$ cat src/rtl/cnvseq_pkg.sv
package cnvseq_pkg;

    // number of past partial results folded into every sum
    localparam int HIST_D      = 2;
    // flops on the asynchronous sync input
    localparam int SYNC_STAGES = 2;

    localparam int SET_W = 3;
    localparam logic [SET_W-1:0] SET_CHG  = 3'd4;  // change, no sync
    localparam logic [SET_W-1:0] SET_SYNC = 3'd3;  // change then sync
    localparam logic [SET_W-1:0] SET_RST  = 3'd3;  // history empty

    typedef enum logic [1:0] {
        EV_NONE = 2'd0,
        EV_SYNC = 2'd1,
        EV_END  = 2'd2
    } frame_ev_e;

    typedef struct packed {
        logic [SET_W-1:0] left;   // conversions still to settle
        logic             mixed;  // current period holds old-channel data
    } settle_t;

    function automatic settle_t settle_step(settle_t cur, logic chg,
                                            logic sreq, logic fin);
        settle_t nxt = cur;
        if (chg) begin
            nxt.left  = sreq ? SET_SYNC : SET_CHG;
            nxt.mixed = !sreq;
        end else if (sreq && cur.mixed) begin
            nxt.left  = SET_SYNC;
            nxt.mixed = 1'b0;
        end else if (fin) begin
            nxt.mixed = 1'b0;
            if (cur.left != '0) nxt.left = SET_W'(cur.left - 1'b1);
        end
        return nxt;
    endfunction

endpackage

$ cat src/rtl/cnvseq_sync2.sv
module cnvseq_sync2 #(
    parameter int STAGES = 2
) (
    input  logic clk,
    input  logic rst,
    input  logic d,
    output logic q
);
    logic [STAGES-1:0] sh;

    always_ff @(posedge clk) begin
        if (rst) sh <= '0;
        else     sh <= {sh[STAGES-2:0], d};
    end

    assign q = sh[STAGES-1];
endmodule

$ cat src/rtl/cnvseq_frame.sv
module cnvseq_frame
    import cnvseq_pkg::*;
#(
    parameter int LEN_W = 8
) (
    input  logic             clk,
    input  logic             rst,
    input  logic             mod_bit,
    input  logic             sync_req,
    input  logic [LEN_W-1:0] conv_len,
    output frame_ev_e        ev,
    output logic [LEN_W:0]   part
);
    localparam int ACC_W = LEN_W + 1;

    logic [LEN_W-1:0] cnt;
    logic [ACC_W-1:0] acc;
    logic [LEN_W-1:0] last_idx;

    // periods shorter than two samples are widened to two
    always_comb begin
        if (conv_len < LEN_W'(2)) last_idx = LEN_W'(1);
        else                      last_idx = conv_len - 1'b1;
    end

    always_comb begin
        part = acc + ACC_W'(mod_bit);
        if (sync_req)             ev = EV_SYNC;
        else if (cnt >= last_idx) ev = EV_END;
        else                      ev = EV_NONE;
    end

    always_ff @(posedge clk) begin
        if (rst) begin
            cnt <= '0;
            acc <= '0;
        end else begin
            case (ev)
                EV_NONE: begin
                    cnt <= cnt + 1'b1;
                    acc <= part;
                end
                default: begin
                    cnt <= '0;
                    acc <= '0;
                end
            endcase
        end
    end

    p_sync_clear_r5: assert property (@(posedge clk) disable iff (rst)
        sync_req |=> (cnt == '0 && acc == '0));

    p_end_resets_r3: assert property (@(posedge clk) disable iff (rst)
        (ev == EV_END) |=> (cnt == '0));
endmodule

$ cat src/rtl/cnvseq_hist.sv
module cnvseq_hist
    import cnvseq_pkg::*;
#(
    parameter int LEN_W = 8
) (
    input  logic             clk,
    input  logic             rst,
    input  frame_ev_e        ev,
    input  logic [LEN_W:0]   part,
    output logic [LEN_W+1:0] dout,
    output logic             drdy
);
    localparam int RES_W = LEN_W + 2;

    logic [HIST_D-1:0][LEN_W:0] hist;
    logic [RES_W-1:0]           sum;
    logic [RES_W-1:0]           pend;

    always_comb begin
        sum = RES_W'(part);
        for (int i = 0; i < HIST_D; i++) sum = sum + RES_W'(hist[i]);
    end

    always_ff @(posedge clk) begin
        if (rst)                hist[0] <= '0;
        else if (ev == EV_END)  hist[0] <= part;
    end

    for (genvar g = 1; g < HIST_D; g++) begin : g_hist
        always_ff @(posedge clk) begin
            if (rst)               hist[g] <= '0;
            else if (ev == EV_END) hist[g] <= hist[g-1];
        end
    end

    // flag rises first, register follows on the next edge
    always_ff @(posedge clk) begin
        if (rst) begin
            pend <= '0;
            dout <= '0;
            drdy <= 1'b0;
        end else begin
            drdy <= (ev == EV_END);
            if (ev == EV_END) pend <= sum;
            if (drdy)         dout <= pend;
        end
    end

    p_drdy_pulse_r2: assert property (@(posedge clk) disable iff (rst)
        drdy |=> !drdy);

    p_dout_hold_r1: assert property (@(posedge clk) disable iff (rst)
        !drdy |=> $stable(dout));

    p_hist_keep_r6: assert property (@(posedge clk) disable iff (rst)
        (ev != EV_END) |=> $stable(hist));
endmodule

$ cat src/rtl/cnvseq_valid.sv
module cnvseq_valid
    import cnvseq_pkg::*;
(
    input  logic      clk,
    input  logic      rst,
    input  frame_ev_e ev,
    input  logic      chan_chg,
    input  logic      drdy,
    output logic      valid
);
    settle_t st;

    always_ff @(posedge clk) begin
        if (rst) begin
            st    <= '{left: SET_RST, mixed: 1'b0};
            valid <= 1'b0;
        end else begin
            st <= settle_step(st, chan_chg, ev == EV_SYNC, ev == EV_END);
            if (chan_chg)  valid <= 1'b0;
            else if (drdy) valid <= (st.left == '0);
        end
    end

    p_chg_clears_r9: assert property (@(posedge clk) disable iff (rst)
        chan_chg |=> !valid);

    p_valid_rise_r10: assert property (@(posedge clk) disable iff (rst)
        $rose(valid) |-> $past(drdy));
endmodule

$ cat src/rtl/cnvseq_top.sv
module cnvseq_top
    import cnvseq_pkg::*;
#(
    parameter int LEN_W = 8
) (
    input  logic             clk,
    input  logic             rst,
    input  logic             mod_bit,
    input  logic             sync_pin,
    input  logic             sync_cmd,
    input  logic             chan_chg,
    input  logic [LEN_W-1:0] conv_len,
    output logic [LEN_W+1:0] dout,
    output logic             drdy,
    output logic             valid
);
    logic           pin_s;
    logic           sync_req;
    frame_ev_e      ev;
    logic [LEN_W:0] part;

    cnvseq_sync2 #(.STAGES(SYNC_STAGES)) u_sync (
        .clk (clk),
        .rst (rst),
        .d   (sync_pin),
        .q   (pin_s)
    );

    assign sync_req = pin_s | sync_cmd;

    cnvseq_frame #(.LEN_W(LEN_W)) u_frame (
        .clk      (clk),
        .rst      (rst),
        .mod_bit  (mod_bit),
        .sync_req (sync_req),
        .conv_len (conv_len),
        .ev       (ev),
        .part     (part)
    );

    cnvseq_hist #(.LEN_W(LEN_W)) u_hist (
        .clk  (clk),
        .rst  (rst),
        .ev   (ev),
        .part (part),
        .dout (dout),
        .drdy (drdy)
    );

    cnvseq_valid u_valid (
        .clk      (clk),
        .rst      (rst),
        .ev       (ev),
        .chan_chg (chan_chg),
        .drdy     (drdy),
        .valid    (valid)
    );

    p_sync_wins_r7: assert property (@(posedge clk) disable iff (rst)
        sync_req |=> !drdy);
endmodule

$ cat config.mk
export PLATFORM = sky130hd
export DESIGN_NAME = cnvseq_top
export DESIGN_NICKNAME = d
export VERILOG_FILES = /design/src/rtl/cnvseq_pkg.sv /design/src/rtl/cnvseq_sync2.sv /design/src/rtl/cnvseq_frame.sv /design/src/rtl/cnvseq_hist.sv /design/src/rtl/cnvseq_valid.sv /design/src/rtl/cnvseq_top.sv
export SDC_FILE = /design/constraint.sdc
export NUM_CORES = 1
export LEC_CHECK = 0
export BUFFER_PORTS_ARGS = -buffer_cell sky130_fd_sc_hd__buf_2
export CORE_UTILIZATION = 39
export DETAILED_ROUTE_END_ITERATION = 10
export GPL_TIMING_DRIVEN = 0
export HOLD_SLACK_MARGIN = 0.06
export PLACE_DENSITY = 0.67
export SYNTH_ARGS = -nofsm -noshare
export SYNTH_HDL_FRONTEND = slang
export SYNTH_SLANG_ARGS = --single-unit
$ cat constraint.sdc
create_clock -name clk -period 3.52 [get_ports clk]
set_input_delay 0.704 -clock clk [delete_from_list [all_inputs] [get_ports clk]]
set_output_delay 0.704 -clock clk [all_outputs]
set_load 0.03 [all_outputs]
==> impl_metrics.yaml, run 1 <==
detailed_routing:
  dr.pass1.iters: 5
  drc_errors: 0
  drt_iter0_markers: 95
  wire_per_inst_um: 13.6
  antenna_left: 0
  via_count: 2825
  vias_per_cell: 5.28
  drt_wl_total_mm: 7.27
clock_network:
  cts_resized: 0
  cts-root-buf: "clkbuf_8"
  cts.clk_slew.worst_paths_ns: 0.07
  clkLatencyLatePin_ns: 0.34
  hold_buffers: 0
  htree_levels: 3
  cts_setup_buffers: 0
  cts.sinks: 63
  cts_tree: "yes"
  cts_max_path_buffers: 2
  cts_buffers: 9
synthesis:
  synth.cell_area_sq_mm: 0.00346
  ys_ff_latch: 63
  synthesis.instances: 387
  ys_types: 47
  ys_seq_area_share_pct: 36.4
  synth.avg_cell_area_sq_um: 8.95
  synthArstFlopShare_pct: 0
  yosysWarnings: 0
  syn_nets: 433
  synth_flop_cell: "dfxtp_1"
  synth_edf_count: 0
worst_hold_path:
  worstHoldPathType: "reg -> reg"
  hold_depth: 1
cells_and_area:
  fin_nets: 468
  final_cell_mix: "dfxtp_1 (63), inv_1 (42), a21oi_1 (35)"
  syn_to_final_growth_pct: 14.3
  filler_cell_count: 874
  final_area_sq_mm: 0.00396
  final_common_cell: "dfxtp_1"
  insertedDiodeCount: 0
  drive_gt1_share_pct: 14.5
timing:
  setup_ws_ns: 0.133
  period_share_pct: 96.2
  slew_headroom_pct: 54.3
  final.setup.tns_ns: 0
  fin_skew_ns: 0.00687
  tightest_slew_ns: 0.686
  timing.final.crit_period_ns: 3.39
  setup_viol: 0
  max_freq_mhz: 295
  finalHoldViolCount: 0
  slew_violations: 0
floorplanning:
  dieArea_sq_mm: 0.00926
  start_util_pct: 39.9
  ioPinCount: 26
  die_h_um: 96.2
  die_w_um: 96.2
  fp-row-count: 34
  core_sq_mm: 0.00868
critical_path:
  slowest_stage: "fa_1"
  rrSetupSlack_ns: 0.30
  crit_path_cell_trace: "buf_2 > ha_1 > ha_1 > inv_1 > fa_1 > inv_1 > ha_1 > inv_1 > fa_1 > nor2b_1 > o2111a_1 > o221ai_1 > nor3b_2 > a211oi_1"
  cp_slowest_stage_delay_ns: 0.43
  path_max_fanout: 4
  worstReg2RegStart: "u_frame.acc[0]"
  critPathCaptureType: "flip-flop"
  cp-startpoint: "mod_bit"
  cp.depth: 14
  crit_buf_inv: 4
  critPathTopFamily: "adder cells"
  start_kind: "input port"
  crit_path_end: "u_hist.pend[9]"
  worst_r2r_path_depth: 13
  crit_arrival_ns: 3.64
  cp.required_ns: 3.78
  worst_r2r_endpoint: "u_hist.pend[9]"
  worstSetupPathType: "in -> reg"
power_and_ir_drop:
  power_mw: 1.53
  p_seq_share_pct: 47.3
  swShare_pct: 22.8
  vdd_drop_max_mv: 0.153
  internal-power_mw: 1.18
  p_per_area_mw_per_mm2: 387
  p_clk_share_pct: 45.7
  leakagePower_nw: 1.62
  combPwrFrac_pct: 7.0
  switching_power_mw: 0.350
place:
  dpl_cell_area_sq_mm: 0.00372
  numPortBuffers: 24
  dp.final_hpwl_mm: 5.40
  gp_congestion: 0.813
  dp_slack_ns: -0.290
grt:
  grt_pass1_vias: 2646
  grt_usage_pct: 17.3
  globalRouteOverflowTotal: 0
  grt_max_degree: 11
  grt_first_pass_wirelength_mm: 12.1
  antenna_found_initial: 0
outcome:
  outcome: "complete, no violations"
job:
  max-cap-violations: 0
==> synthesized netlist by cell type (all sizes together), types with 2 or more instances <==
cell type | instances | share of area, %
a21o | 4 | 0.87
nor2 | 38 | 6.3
and3 | 4 | 0.72
fa | 10 | 5.8
a311oi | 2 | 0.51
a21oi | 35 | 5.1
a211oi | 11 | 2.4
dfxtp | 63 | 36
o21ai | 24 | 3.5
o21a | 4 | 0.87
xor2 | 14 | 3.5
nor3 | 8 | 1.2
nand2b | 2 | 0.58
ha | 22 | 7.9
o31a | 2 | 0.51
nor3b | 2 | 0.43
nand4 | 3 | 0.54
nand3 | 24 | 3.5
a31o | 3 | 0.76
nand2 | 10 | 1.1
mux2i | 13 | 3.8
clkbuf | 15 | 1.6
nor2b | 3 | 0.54
buf | 5 | 0.83
inv | 42 | 4.6
or3 | 2 | 0.36
nand4b | 3 | 0.76
o31ai | 2 | 0.58
xnor2 | 5 | 1.3
==> per-layer routing <==
layer	vias to the layer above	routed length, um	track usage (%)
met5	-	0	0
met3	12	362	4.82
met2	65	3360	27.9
met1	1343	3430	22.0
li1	1405	-	-
met4	0	125	6.34
==> power by group through the flow <==
| stage | Clock, mW | Sequential [mW] | Combinational [mW] |
|---|---|---|---|
| after floorplan | 0 | 0.739 | 0.0764 |
| after global placement | 0 | 0.740 | 0.105 |
| after detailed placement | 0 | 0.740 | 0.108 |
| after CTS | 0.709 | 0.724 | 0.109 |
| after global routing | 0.740 | 0.724 | 0.122 |
| final | 0.699 | 0.724 | 0.108 |
==> how the worst min path moves through the flow <==
stage	slack [ns]	end	start
floorplan	0.41	u_sync.sh[1]	u_sync.sh[0]
global placement	0.42	u_sync.sh[1]	u_sync.sh[0]
detailed placement	0.45	u_sync.sh[1]	u_sync.sh[0]
CTS	0.46	u_sync.sh[1]	u_sync.sh[0]
global route	0.47	u_sync.sh[1]	u_sync.sh[0]
finish	0.45	u_sync.sh[1]	u_sync.sh[0]
==> flip-flops by register name, indices dropped and copies added, names as in the netlist <==
register and cells:
u_hist.pend 10, u_sync.sh 2, u_valid.valid 1, u_valid.st 4
u_hist.hist 18, u_frame.cnt 8, u_hist.dout 10, u_frame.acc 9
u_hist.drdy 1
==> area by class of cell <==
class	instances	area [sq um]	area share, %
inverters	42	158	3.98
plain buffers	20	85.1	2.15
repair buffers	24	120	3.03
multi-input cells	262	1970	49.8
well taps	108	135	3.41
flip-flops and latches	63	1260	31.9
clock inverters	2	35.0	0.885
clock buffers	14	193	4.87
==> cell families after synthesis <==
group | count (synthesis) | share of synthesized area (%)
AO/OA/AOI/OAI | 94 | 17.3
XOR/XNOR | 19 | 4.80
adder cells (fa/ha/maj) | 32 | 13.7
buffers and inverters | 62 | 7.01
flip-flops | 63 | 36.4
multiplexers | 13 | 3.76
AND/OR/NAND/NOR | 104 | 17.0
==> worst register-to-register path, cell delays in order (launching register included) <==
cell	delay [ns]
dfxtp_1	0.30
ha_1	0.24
ha_1	0.33
inv_1	0.15
fa_1	0.43
inv_1	0.07
ha_1	0.17
inv_1	0.06
fa_1	0.40
nor2b_1	0.17
o2111a_1	0.29
o221ai_1	0.12
nor3b_2	0.17
a211oi_1	0.23
==> per-stage QoR <==
step	hold slack [ns]	cells	utilization, %
floorplan	0.414	387	-
global placement	0.423	519	42.8
detailed placement	0.448	519	42.8
CTS	0.455	535	45.5
global route	0.470	535	45.6
finish	0.452	535	45.6
Power figures use the tool's default switching activity.
==> run 2: changes to the inputs <==
- SLEW_MARGIN: default -> 40
- SYNTH_HIERARCHICAL: default -> 1
==> impl_metrics.yaml, run 2 <==
synthesis:
  synth_edf_count: 0
  yosysWarnings: 6
  synth.most_common_cell: "dfxtp_1"
  synthArstFlopShare_pct: 0
  synth_top_area_cell: "dfxtp_1"
  yosys.area.top_type_share_pct: 38.3
  ys_top_cells_by_count: "dfxtp_1 (63), nand2_1 (49), a21oi_1 (28)"
  synth_flop_cell: "dfxtp_1"
  ys_ff_latch: 63
  synth.avg_cell_area_sq_um: 9.20
  synthTopCellsByArea: "dfxtp_1 (38%), ha_1 (8.4%), fa_1 (6.1%)"
  synth.cell_area_sq_mm: 0.00329
  ys_seq_area_share_pct: 38.3
  synthesis.instances: 358
  ys_types: 54
  syn_nets: 404
critical_path:
  critPathCaptureType: "flip-flop"
  start_kind: "input port"
  cp_slowest_stage_delay_ns: 0.53
  crit_arrival_ns: 3.79
  cp.required_ns: 3.74
  worst_r2r_path_depth: 9
  crit_path_cell_trace: "buf_8 > or4_4 > or4_4 > nand2_4 > ha_4 > or3_4 > a21oi_4 > or3_4 > a21oi_4 > buf_12 > nand3b_1 > o211a_1 > a221o_1"
  slowest_stage: "or4_4"
  path_max_fanout: 7
  worstSetupPathType: "in -> reg"
timing:
  slew_violations: 0
  rsz0062_at_grt: "yes"
  max_freq_mhz: 280
  fin_skew_ns: 0.00460
  period_share_pct: 101
  setup_viol: 2
  finalHoldViolCount: 0
  hold_ws_ns: 0.454
  slew_headroom_pct: 52.0
  setup_ws_ns: -0.0491
  timing.final.crit_period_ns: 3.57
  tightest_slew_ns: 0.714
worst_hold_path:
  hold_depth: 1
  worstHoldPathType: "reg -> reg"
grt:
  met1_usage_pct: 19.8
  grt_max_degree: 13
  gr-usage-met3_pct: 5.18
  antenna_found_initial: 0
  grt_usage_pct: 16.8
  globalRouteOverflowTotal: 0
  grt_first_pass_wirelength_mm: 11.4
  gr-usage-met2_pct: 28.7
  grt_pass1_vias: 2501
  top_usage_layer: "met2"
detailed_routing:
  drt_iter0_markers: 67
  dr.pass1.iters: 4
  vias_per_cell: 5.14
  wire_per_inst_um: 13.3
  drt_wl_total_mm: 6.74
  antenna_left: 0
  via_count: 2599
  drc_errors: 0
cells_and_area:
  largest_register: "u_hist/hist"
  largest_reg_flops: 18
  reg_top3: "u_hist/hist: 18 flops, u_hist/dout: 10 flops, u_hist/pend: 10 flops"
  final_area_sq_mm: 0.00388
  finalCoreUtilization_pct: 47.5
  syn_to_final_growth_pct: 18.0
  final_cell_mix: "dfxtp_1 (63), nand2_1 (48), nor2_1 (27)"
  final_common_cell: "dfxtp_1"
  filler_cell_count: 801
  drive_gt1_share_pct: 19.5
  insertedDiodeCount: 0
  fin_nets: 444
power_and_ir_drop:
  p_per_area_mw_per_mm2: 350
  vdd_drop_max_mv: 0.176
  power_mw: 1.36
  leakagePower_nw: 1.64
clock_network:
  hold_buffers: 0
  htree_levels: 3
  clkLatencyLatePin_ns: 0.33
  cts_tree: "yes"
  cts_max_path_buffers: 2
  cts-root-buf: "clkbuf_8"
  cts.clk_slew.worst_paths_ns: 0.06
  cts_buffers: 9
  cts.sinks: 63
place:
  dpl_cell_area_sq_mm: 0.00357
  dp_slack_ns: -0.470
  dp.final_hpwl_mm: 4.96
  numPortBuffers: 25
  gp_congestion: 0.820
floorplanning:
  die_w_um: 93.9
  die_h_um: 93.9
  fp-row-count: 33
  start_util_pct: 40.3
  dieArea_sq_mm: 0.00881
  core_sq_mm: 0.00818
  ioPinCount: 26
outcome:
  violations: "setup timing"
  outcome: "finished, violations left"
job:
  max-cap-violations: 0
[run 2: repair_timing]
action,CTS,global route
buffers inserted,0,4
pin swaps,0,5
resized for setup,5,25
setup endpoints to repair,24,27
gates cloned,0,1
endpoints found under the hold margin,0,0
[run 2: worst paths after layout]
| kind | startpoint | to | slack [ns] |
|---|---|---|---|
| hold / removal | u_sync/sh[0] | u_sync/sh[1] | 0.45 |
| setup / recovery | conv_len[5] | u_valid/st[2] | -0.05 |
| setup reg to reg | u_frame/acc[0] | u_hist/pend[9] | 0.46 |
| hold reg to reg | u_sync/sh[0] | u_sync/sh[1] | 0.45 |
[run 2: through the flow]
step           std cells  TNS (ns)
6_report             506   -0.0938
5_1_grt              506    -0.194
4_1_cts              502   -0.0143
3_5_place_dp         488    -13.07
3_3_place_gp         488    -10.44
2_1_floorplan        358   -0.0433
[run 2: kinds of logic after synthesis]
group,after synthesis,synth area share (%)
AO/OA/AOI/OAI,63,13.4
XOR/XNOR,22,5.85
adder cells (fa/ha/maj),32,14.4
buffers and inverters,27,3.69
flip-flops,63,38.3
multiplexers,11,3.34
AND/OR/NAND/NOR,140,20.9
[run 2: cell type report]
| type | count | area, sq um | share of cell area, % |
|---|---|---|---|
| Multi-Input combinational cell | 268 | 2000 | 51.5 |
| Buffer | 13 | 81.3 | 2.09 |
| Clock buffer | 13 | 159 | 4.09 |
| Sequential cell | 63 | 1260 | 32.5 |
| Tap cell | 105 | 131 | 3.38 |
| Inverter | 13 | 48.8 | 1.26 |
| Timing Repair Buffer | 30 | 195 | 5.03 |
| Clock inverter | 1 | 5.00 | 0.129 |
[run 2: where the power goes]
| group | total [mW] | internal, mW | switching (mW) |
|---|---|---|---|
| clock network | 0.541 | 0.286 | 0.256 |
| registers | 0.724 | 0.719 | 0.00466 |
| logic | 0.0935 | 0.0410 | 0.0525 |
[run 2: layer usage]
layer	routed length (um)	share of wire, %
met5	0	0
met4	48	0.71
met3	244	3.6
met2	3310	49
met1	3130	46
[run 2: critical path: cells and delay by family]
kind / cells / cell delay [ns]
buffers and inverters: 2 / 0.24
AND/OR/NAND/NOR: 6 / 1.88
adder cells (fa/ha/maj): 1 / 0.19
AO/OA/AOI/OAI: 4 / 0.79
==> run 3: changes to the inputs <==
- CORE_UTILIZATION: 39 -> 40
- PLACE_DENSITY: 0.67 -> 0.68
==> impl_metrics.yaml, run 3 (synthesized netlist as in run 2, its figures left out) <==
cells_and_area:
  syn_to_final_growth_pct: 18.2
  largest_register: "u_hist/hist"
  final_common_cell: "dfxtp_1"
  largest_reg_flops: 18
  finalCoreUtilization_pct: 49.6
  drive_gt1_share_pct: 19.4
  filler_cell_count: 762
  final_area_sq_mm: 0.00389
  final_cell_mix: "dfxtp_1 (63), nand2_1 (47), buf_2 (27), nor2_1 (27), a21oi_1 (26)"
  reg_top3: "u_hist/hist: 18 flops, u_hist/dout: 10 flops, u_hist/pend: 10 flops"
  insertedDiodeCount: 0
  fin_nets: 443
grt:
  globalRouteOverflowTotal: 0
  grt_usage_pct: 16.2
  grt_first_pass_wirelength_mm: 11.0
  gr-usage-met3_pct: 5.75
  grt_max_degree: 13
  gr-usage-met2_pct: 27.6
  antenna_found_initial: 0
  met1_usage_pct: 19.5
  grt_pass1_vias: 2438
  top_usage_layer: "met2"
clock_network:
  cts.sinks: 63
  cts_max_path_buffers: 2
  cts_buffers: 9
  htree_levels: 3
  cts.clk_slew.worst_paths_ns: 0.06
  clkLatencyLatePin_ns: 0.34
  cts_tree: "yes"
  hold_buffers: 0
  cts-root-buf: "clkbuf_8"
floorplanning:
  fp-row-count: 32
  core_sq_mm: 0.00785
  ioPinCount: 26
  dieArea_sq_mm: 0.00860
  start_util_pct: 41.9
  die_h_um: 92.7
  die_w_um: 92.7
critical_path:
  crit_arrival_ns: 3.72
  worstSetupPathType: "in -> reg"
  start_kind: "input port"
  cp.required_ns: 3.74
  path_max_fanout: 7
  critPathCaptureType: "flip-flop"
detailed_routing:
  dr.pass1.iters: 4
  drt_wl_total_mm: 6.59
  drc_errors: 0
  wire_per_inst_um: 13.1
  drt_iter0_markers: 111
  vias_per_cell: 5.18
  antenna_left: 0
  via_count: 2612
timing:
  fin_skew_ns: 0.00659
  period_share_pct: 99.4
  hold_ws_ns: 0.441
  slew_headroom_pct: 53.4
  max_freq_mhz: 286
  finalHoldViolCount: 0
  tightest_slew_ns: 0.693
  final.setup.tns_ns: 0
  slew_violations: 0
  timing.final.crit_period_ns: 3.50
  setup_viol: 0
  rsz0062_at_grt: "yes"
power_and_ir_drop:
  leakagePower_nw: 1.64
  vdd_drop_max_mv: 0.296
  p_per_area_mw_per_mm2: 367
place:
  dpl_cell_area_sq_mm: 0.00356
  gp_congestion: 0.763
  dp.final_hpwl_mm: 4.77
  numPortBuffers: 25
worst_hold_path:
  worstHoldPathType: "reg -> reg"
outcome:
  outcome: "complete, no violations"
job:
  max-cap-violations: 0
-- run 3: path summary, 6_finish.rpt --
kind,to,from,cells past startpoint,slack [ns]
worst max-delay path,u_valid/st[1],conv_len[5],12,0.02
worst min-delay path,u_sync/sh[1],u_sync/sh[0],1,0.44
worst max register to register,u_hist/pend[9],u_frame/acc[0],9,0.36
worst min register to register,u_sync/sh[1],u_sync/sh[0],1,0.44
-- run 3: cell type report --
type	count	area (sq um)	area share, %
Multi-Input combinational cell	268	2010	51.7
Sequential cell	63	1260	32.4
Timing Repair Buffer	29	165	4.24
Clock buffer	12	145	3.73
Tap cell	102	128	3.28
Buffer	13	85.1	2.19
Inverter	13	48.8	1.25
Clock inverter	4	45.0	1.16
-- run 3: what timing repair did --
action / in CTS / in global routing
resized for setup: 4 / 26
setup endpoints to repair: 20 / 26
buffers inserted: 0 / 4
pin swaps: 0 / 6
-- run 3: through the flow --
step           worst slack [ns]  total power, mW  std cells
2_1_floorplan           -0.0217            0.793        358
3_3_place_gp             -0.386            0.819        485
3_5_place_dp             -0.427            0.821        485
4_1_cts                  0.0368             1.44        501
5_1_grt                 -0.0730             1.49        504
6_report                 0.0208             1.43        504
-- run 3: power breakdown --
part           total, mW  switching [mW]  internal (mW)
clock              0.611           0.268          0.343
combinational     0.0950          0.0533         0.0417
sequential         0.724         0.00462          0.719
total               1.43           0.325           1.10
-- run 3: per-layer routing --
| metal | vias to the layer above | share of wire, % |
|---|---|---|
| met5 | - | 0 |
| met4 | 0 | 0.70 |
| met3 | 7 | 4.3 |
| met2 | 56 | 49 |
| met1 | 1228 | 46 |
| li1 | 1321 | - |
-- run 3: worst max-delay path: stages --
cell and delay [ns]:
buf_8 0.10, or4_4 0.52, or4_4 0.50, nand2_4 0.10, ha_4 0.19, or3_4 0.39, a21oi_4 0.16, or3_4 0.16
a21oi_4 0.09, nand3b_1 0.25, o211a_1 0.21, a221o_1 0.35
